### src/rtl/synth_cfg_port.sv
module synth_cfg_port #(
  parameter int M_W         = 7,
  parameter int N_W         = 2,
  parameter int T_W         = 3,
  parameter int REF_MHZ     = 16,
  parameter int VCO_MIN_MHZ = 800,
  parameter int VCO_MAX_MHZ = 1800,
  parameter int SYNC_STAGES = 2
) (
  input  logic           clk,
  input  logic           rst_n,
  input  logic           par_load,
  input  logic [M_W-1:0] par_m,
  input  logic [N_W-1:0] par_n,
  input  logic           ser_clk,
  input  logic           ser_data,
  input  logic           ser_load,
  output logic [M_W-1:0] m_val,
  output logic [N_W-1:0] n_code,
  output logic [T_W-1:0] t_sel,
  output logic           vco_oor
);
  localparam int SR_W = T_W + N_W + M_W;
  localparam int S    = SYNC_STAGES;

  logic [S:0]      pl_q, sc_q, sl_q;
  logic [S-1:0]    sd_q;
  logic [SR_W-1:0] shreg;
  logic            par_lvl, par_rise, ser_rise, ser_fall;
  logic [31:0]     vco_mhz;

  always_ff @(posedge clk or negedge rst_n) begin
    if (!rst_n) begin
      pl_q <= '0;
      sc_q <= '0;
      sl_q <= '0;
      sd_q <= '0;
    end else begin
      pl_q <= {pl_q[S-1:0], par_load};
      sc_q <= {sc_q[S-1:0], ser_clk};
      sl_q <= {sl_q[S-1:0], ser_load};
      sd_q <= {sd_q[S-2:0], ser_data};
    end
  end

  assign par_lvl  = pl_q[S-1];
  assign par_rise = pl_q[S-1] & ~pl_q[S];
  assign ser_rise = sc_q[S-1] & ~sc_q[S];
  assign ser_fall = ~sl_q[S-1] & sl_q[S];

  always_ff @(posedge clk or negedge rst_n) begin
    if (!rst_n)
      shreg <= '0;
    else if (ser_rise)
      shreg <= {shreg[SR_W-2:0], sd_q[S-1]};
  end

  always_ff @(posedge clk or negedge rst_n) begin
    if (!rst_n) begin
      m_val  <= '1;
      n_code <= '1;
      t_sel  <= '0;
    end else if (par_rise) begin
      m_val  <= par_m;
      n_code <= par_n;
    end else if (ser_fall && par_lvl) begin
      {t_sel, n_code, m_val} <= shreg;
    end
  end

  assign vco_mhz = 32'(m_val) * 32'(2 * REF_MHZ);
  assign vco_oor = (vco_mhz < 32'(VCO_MIN_MHZ)) || (vco_mhz > 32'(VCO_MAX_MHZ));
endmodule


### config.mk
export PLATFORM = sky130hd
export DESIGN_NAME = synth_cfg_port
export DESIGN_NICKNAME = d
export VERILOG_FILES = /design/src/rtl/synth_cfg_port.sv
export SDC_FILE = /design/constraint.sdc
export NUM_CORES = 1
export LEC_CHECK = 0
export CAP_MARGIN = 20
export CORE_ASPECT_RATIO = 0.8
export CORE_MARGIN = 5
export CORE_UTILIZATION = 40
export CTS_BUF_LIST = sky130_fd_sc_hd__clkbuf_16
export DETAILED_ROUTE_END_ITERATION = 12
export GPL_TIMING_DRIVEN = 1
export PLACE_DENSITY = 0.65
export SLEW_MARGIN = 20
export SYNTH_ARGS = -nofsm -noshare
export SYNTH_HDL_FRONTEND = slang
export SYNTH_SLANG_ARGS = --single-unit
### constraint.sdc
create_clock -name clk -period 1.8 [get_ports clk]
set_clock_uncertainty 0.1 [all_clocks]
set_input_delay 0.18 -clock clk [delete_from_list [all_inputs] [get_ports clk]]
set_output_delay 0.18 -clock clk [all_outputs]
set_load 0.05 [all_outputs]
# --- Yosys cells after proc, flatten, opt, wreduce, memory -nomap -nowiden ---
# Index checks and enable logic that the tools add are counted.
word_totals:
  word_cells: 25
  output_inout_bits: 13
  register_bits: 35
  input_bits: 15
op_classes:
  order_cmp: 2
  n_bitwise: 7
  n_reduce_logical: 4
  n_mux: 4
op_table:
  columns: ["operator", "n"]
  rows:
  - ["two-way mux 7 bit", 2]
  - ["> comparator 12 x 11 -> 1 bit (second input constant)", 1]
  - ["less-than comparator 12 x 10 -> 1 bit (second input constant)", 1]
  - ["two-way mux 2 bit", 2]
  - ["NOT 1 bit", 4]
  - ["AND 1 bit", 3]
  - ["AND reduction 2 bit", 1]
  - ["nonzero test 2 bit", 1]
  - ["logical AND 1 bit", 1]
  - ["logical OR 1 bit", 1]

# --- Depth between registers and ports, before layout ---
# Gate-level depths: netlist (run 1).
logic_depth:
  ltp_word: 5
  mapped_depth: 4
  ltp_nobuf: 3

# --- Worst setup path before layout (run 1) ---
# Ideal clock, no wire load.
synth_timing:
  path_kind: "reg-to-output"
  startpoint: "reg m_val[3]"
  endpoint: "out vco_oor"
  required_ns: 1.520
  slack_ns: 0.181
  stages_incl_launch_ff: 4
  arrival_ns: 1.339
  path_buffers: 0
  cell_sequence: "dfstp_2 -> o311ai_1 -> xnor2_1 -> nand2_1"
synth_between:
  elab_chain_cells: 2
  elab_cells_between_ends: 3
  classes_between: "order compare (2); reduce/logical (1)"
synth_rtl:
  columns: ["item", "line", "text"]
  rows:
  - ["start, declared", "18", "output logic [M_W-1:0] m_val,"]
  - ["start signal, assigned", "64", "m_val <= par_m;"]
  - ["start signal, assigned", "67", "{t_sel, n_code, m_val} <= shreg;"]
  - ["less-than comparator 12 x 10 -> 1 bit or > comparator 12 x 11 -> 1 bit (tied branches)", "72", "assign vco_oor = (vco_mhz < 32'(VCO_MIN_MHZ)) || (vco_mhz > 32'(VCO_MAX_MHZ));"]
  - ["logical OR 1 bit *", "72", null]
  - ["end, declared", "21", "output logic vco_oor"]
# Every way passes the cells marked *; elsewhere a longest branch is shown, timed or not.

# --- Final worst setup path (run 1) ---
layout_timing:
  startpoint: "reg m_val[2]"
  endpoint: "out vco_oor"
# The elaborated chain is that of the path after synthesis.

==> flow_summary.json, run 1 <==
{
  "grt_busiest_layer": "met2",
  "synth.yosys.seq_area_share_pct": 68.4,
  "ys.flop_type": "dfrtp_1",
  "ys_warn_count": 0,
  "final_layout_size_suffix_gt1_share_pct": 38.5,
  "layout_setup_ws_ns": 0.0990,
  "first_global_vias": 828,
  "max_cap_violations": 0,
  "syn_avg_cell_area_um2": 14.7,
  "use_met3_pct": 6.95,
  "final_net_count": 136,
  "placeableCoreArea_um2": 3110,
  "grt_max_degree": 36,
  "hold_viol": 0,
  "cts_tree": "built",
  "status": "complete, no violations",
  "synth_most_common_cell": "dfrtp_1",
  "hp-class": "input port to async pin",
  "path_max_fanout": 3,
  "fp.dieW_um": 73.7,
  "fin_total_pwr_mw": 2.54,
  "hold_buffers": 0,
  "drtIter0Drc": 19,
  "cts_resized": 0,
  "via_count": 778,
  "netlist_area_um2": 1300,
  "critPathKind": "flop to primary output",
  "cts_buffer_depth": 2,
  "max_slew.worst_pin.slew_ns": 0.619,
  "num_io_pins": 28,
  "ys_ff_latch": 35,
  "met2_usage_pct": 17.0,
  "postCtsSetupBuffers": 0,
  "crit_required_ns": 1.52,
  "die_h_um": 60.9,
  "port_buffers": 27,
  "multiInputGateArea_um2": 349,
  "ir_worst_vdd_mv": 0.718,
  "power_density_nw_per_um2": 1480,
  "ys_types": 17,
  "crit_path_start_kind": "flop",
  "insertion_delay_ns": 0.27,
  "drtPass1Iterations": 4,
  "h-tree-depth": 2,
  "synth_cells": 88,
  "ant_nets": 0,
  "finalSetupViolCount": 0,
  "grtUsageTotal_pct": 12.1,
  "hpwl_um": 1530,
  "synth_top_cell_by_area": "dfrtp_1",
  "finalCriticalPeriod_ns": 1.70,
  "cts_made_buffers": 5,
  "critPathCaptureType": "primary output",
  "utilization_pct": 55.4,
  "start_util_pct": 41.7,
  "yosys.area.top_type_share_pct": 50.1,
  "synth_edf_count": 0,
  "wl_per_cell_um": 14.2,
  "syn_to_final_growth_pct": 32.8,
  "antenna_found_initial": 0,
  "finalCritPeriodShare_pct": 94.5,
  "seqCellArea_um2": 887,
  "crit_path_cell_trace": "o311ai_1 > xnor2_1 > nand2_1 > buf_12",
  "netlist_top_cells_count": "26 x dfrtp_1, 14 x mux2_2",
  "clk_pin_slew_ns": 0.05,
  "rsz0062_at_grt": "false",
  "synth_fp_nets": 103,
  "overflow": 0,
  "routed_wl_um": 2300,
  "met1_usage_pct": 15.0,
  "max_stage_delay_ns": 0.37,
  "fmax_ghz": 0.588,
  "pre_cts_ws_ns": 0.368,
  "crit_arrival_ns": 1.42,
  "fillerInstances": 270,
  "grt_pass1_wl_um": 3870,
  "worst_path_max_delay_cell": "dfstp_2",
  "synth_area_leaders": "dfrtp_1 50%, dfstp_2 18%, mux2_2 12%",
  "synth-async-reset-ratio_pct": 100,
  "antennaDiodeCount": 0,
  "clock-sinks": 35,
  "slew_viol_final": 0,
  "gp_congestion": 0.735,
  "drc_errors": 0,
  "p_leak_nw": 0.763,
  "root_buffer": "clkbuf_16",
  "slew_headroom_pct": 58.7,
  "viasPerCell": 4.80,
  "dieArea_um2": 4490,
  "num_rows": 18,
  "tns_ns": 0
}
## through the flow
step | std cells | cell area [µm²] | hold slack, ns
3_5_place_dp | 154 | 1590 | 0.235
3_3_place_gp | 154 | 1590 | 0.232
2_1_floorplan | 88 | 1300 | -0.216
6_report | 162 | 1720 | 0.224
4_1_cts | 162 | 1720 | 0.238
5_1_grt | 162 | 1720 | 0.235
## critical path: cells and delay by family, from the launching register on
family	cells	cell delay [ns]
buffers and inverters	1	0.16
XOR/XNOR	1	0.16
flip-flops	1	0.37
AND/OR/NAND/NOR	1	0.10
AO/OA/AOI/OAI	1	0.35
## final timing paths
check,startpoint,endpoint,slack [ns],cells past startpoint
worst max-delay path,m_val[2]$_DFFE_PN1P_,vco_oor,0.1,4
worst min-delay path,rst_n,shreg[7]$_DFFE_PN0P_,0.22,2
worst max register to register,sl_q[1]$_DFF_PN0_,t_sel[0]$_DFFE_PN0P_,0.40,2
worst min register to register,sd_q[0]$_DFF_PN0_,sd_q[1]$_DFF_PN0_,0.24,0
max in group asynchronous,rst_n,m_val[0]$_DFFE_PN1P_,1.05,2
min in group clk,par_load,pl_q[0]$_DFF_PN0_,0.24,1
## cell families after synthesis
logic type | count (synthesis) | synth area share [%]
flops | 35 | 68.4
compound gates | 20 | 9.93
mux | 15 | 13.3
buf+inv | 12 | 4.72
simple gates | 5 | 2.99
xor+xnor | 1 | 0.675
## sequential cells by signal, summed over array words and instances (netlist names)
name and flops:
m_val 7, n_code 2, sl_q 3, shreg 12, sc_q 3, sd_q 2, t_sel 3, pl_q 3
## layout by cell type (no fill, tap or decap)
cell             instances
nand2b_1                 1
buf_12                   1
clkdlybuf4s50_1         14
clkbuf_16                5
and4b_4                  1
a22oi_1                  9
nand2_1                  1
mux2_4                   1
dfrtp_1                 26
nor2b_1                  1
buf_4                   14
mux2_2                  14
clkinv_2                 1
o21ai_0                  9
a21boi_1                 1
inv_1                   11
dfstp_2                  9
o311ai_1                 1
xnor2_1                  1
nor2b_2                  1
## metal layers
layer  part of all wire (%)  wire length, µm
met3                    9.4              215
met2                     43              987
met5                      0                0
met4                    1.2               28
met1                     46             1070
## final cells by class
class	count	share of cell area [%]
Multi-Input combinational cell	41	20.3
Sequential cell	35	51.5
Inverter	9	1.96
Clock inverter	3	0.726
Clock buffer	5	7.26
Timing Repair Buffer	29	15.4
Tap cell	40	2.90
## power breakdown
group | internal, mW | leakage, nW | switching, mW
registers | 1.00 | 0.408 | 0.131
logic | 0.267 | 0.279 | 0.353
clock network | 0.499 | 0.0762 | 0.293
total | 1.77 | 0.763 | 0.776
Power figures use the tool's default switching activity.
==> run 2: changes to the inputs <==
--- a/config.mk
+++ b/config.mk
@@ -7,7 +7,7 @@
 export LEC_CHECK = 0
 export CAP_MARGIN = 20
 export CORE_ASPECT_RATIO = 0.8
-export CORE_MARGIN = 5
+export CORE_MARGIN = 8
 export CORE_UTILIZATION = 40
 export CTS_BUF_LIST = sky130_fd_sc_hd__clkbuf_16
 export DETAILED_ROUTE_END_ITERATION = 12
==> run 2 against run 1 <==
Compared with the run above: sequential cell count is the same; worst hold slack gained 0.0085 ns; die area grew 19%; combinational power grew 0.6%; routed wire length grew 2.5%; critical path depth is the same; critical path type unchanged; critical endpoint unchanged; largest cell class unchanged.
==> flow_summary.json, run 2 (same netlist as run 1, synthesis figures left out) <==
{
  "status": "complete, no violations",
  "hp-class": "input port to async pin",
  "power_density_nw_per_um2": 1470,
  "dieArea_um2": 5330,
  "max_cap_violations": 0,
  "final_net_count": 137,
  "drc_errors": 0,
  "clock-sinks": 35,
  "root_buffer": "clkbuf_16",
  "critPathKind": "flop to primary output",
  "top_register": "shreg",
  "crit_required_ns": 1.52,
  "clk_pin_slew_ns": 0.05,
  "antenna_found_initial": 0,
  "placeableCoreArea_um2": 3090,
  "crit_path_cell_trace": "o311ai_1 > xnor2_1 > nand2_1 > buf_12",
  "crit_buf_inv": 1,
  "path_max_fanout": 3,
  "slew_headroom_pct": 59.8,
  "postLayoutCellArea_um2": 1730,
  "finalCriticalPeriod_ns": 1.67,
  "hpwl_um": 1650,
  "drtPass1Iterations": 4,
  "num_io_pins": 28,
  "largest_reg_flops": 12,
  "fp.dieW_um": 79.7,
  "cts_resized": 0,
  "final_layout_size_suffix_gt1_share_pct": 39.3,
  "via_count": 791,
  "critPathTopFamily": "flip-flops",
  "grt_pass1_wl_um": 3950,
  "wl_per_cell_um": 14.5,
  "viasPerCell": 4.88,
  "num_rows": 18,
  "crit_path_start_kind": "flop",
  "cts_tree": "built",
  "antennaDiodeCount": 0,
  "grt_max_degree": 36,
  "finalCritPeriodShare_pct": 92.9,
  "final_cell_mix": "26 x dfrtp_1, 15 x buf_4, 14 x mux2_2, 14 x clkdlybuf4s50_1",
  "ir_worst_vdd_mv": 0.927,
  "worst_path_max_delay_cell": "dfstp_2",
  "hold_buffers": 0,
  "first_global_vias": 863,
  "max_stage_delay_ns": 0.37,
  "start_util_pct": 42.1,
  "critPathCaptureType": "primary output",
  "cts_made_buffers": 5,
  "overflow": 0,
  "grtUsageTotal_pct": 9.75,
  "die_h_um": 66.9,
  "largestRegisters": "shreg (12), m_val (7)",
  "crit_arrival_ns": 1.39,
  "hold_viol": 0,
  "placed_cell_area_um2": 1590,
  "cts_buffer_depth": 2,
  "h-tree-depth": 2,
  "insertion_delay_ns": 0.27,
  "finalSetupViolCount": 0,
  "final_common_cell": "dfrtp_1",
  "p_leak_nw": 0.759,
  "rsz0062_at_grt": "false",
  "port_buffers": 27,
  "gp_congestion": 0.708,
  "fmax_ghz": 0.598,
  "drtIter0Drc": 47,
  "tns_ns": 0,
  "ant_nets": 0,
  "syn_to_final_growth_pct": 33.1,
  "slew_viol_final": 0,
  "max_slew.worst_pin.slew_ns": 0.602,
  "postCtsSetupBuffers": 0,
  "routed_wl_um": 2350
}
## run 2: changes by cell type in the layout (fill, tap and decap cells not counted)
cell	change
inv_1	-2
buf_4	+1
clkinv_1	+1
## run 2: per-stage QoR
stage               power [mW]  hold slack (ns)  util [%]  setup WS (ns)  instances
floorplan                 1.54           -0.216         -          0.181         88
global placement          1.75            0.234      51.6          0.405        155
detailed placement        1.77            0.235      51.6          0.394        155
CTS                       2.57            0.237      56.0         0.0966        162
global route              2.66            0.243      56.0         0.0555        162
finish                    2.53            0.233      56.0          0.127        162
## run 2: area by class of cell
cell class / count / area, µm²
inverter: 9 / 33.8
timing repair buffer: 30 / 273
clock buffer: 5 / 125
fill: 262 / 1360
multi-input combinational: 41 / 349
sequential: 35 / 887
tap: 40 / 50.0
clock inverter: 2 / 8.76
## run 2: worst reg2reg max path, cell delays in order (launching register included)
cell and delay (ns):
dfrtp_1 0.38, and4b_4 0.45, mux2_2 0.35
## run 2: path summary, 6_finish.rpt
check | start | endpoint | slack, ns | depth (start not counted)
hold / removal | rst_n | shreg[4]$_DFFE_PN0P_ | 0.23 | 2
hold reg to reg | pl_q[0]$_DFF_PN0_ | pl_q[1]$_DFF_PN0_ | 0.24 | 0
max in group asynchronous | rst_n | n_code[0]$_DFFE_PN1P_ | 1.04 | 2
min in group clk | ser_clk | sc_q[0]$_DFF_PN0_ | 0.24 | 1
setup reg to reg | sl_q[1]$_DFF_PN0_ | t_sel[0]$_DFFE_PN0P_ | 0.41 | 2
setup / recovery | m_val[2]$_DFFE_PN1P_ | vco_oor | 0.13 | 4
## run 2: metal layers
layer	global-route usage, %	vias up	part of all wire (%)
met1	11.7	386	46
met2	13.7	28	42
met4	4.84	0	1.9
li1	-	371	-
met3	5.38	6	10
met5	0	-	0
## run 2: power by group
group	internal [mW]	switching, mW	total, mW	leakage (nW)
registers	1.00	0.131	1.13	0.408
clock network	0.496	0.284	0.779	0.0671
logic	0.268	0.355	0.623	0.284
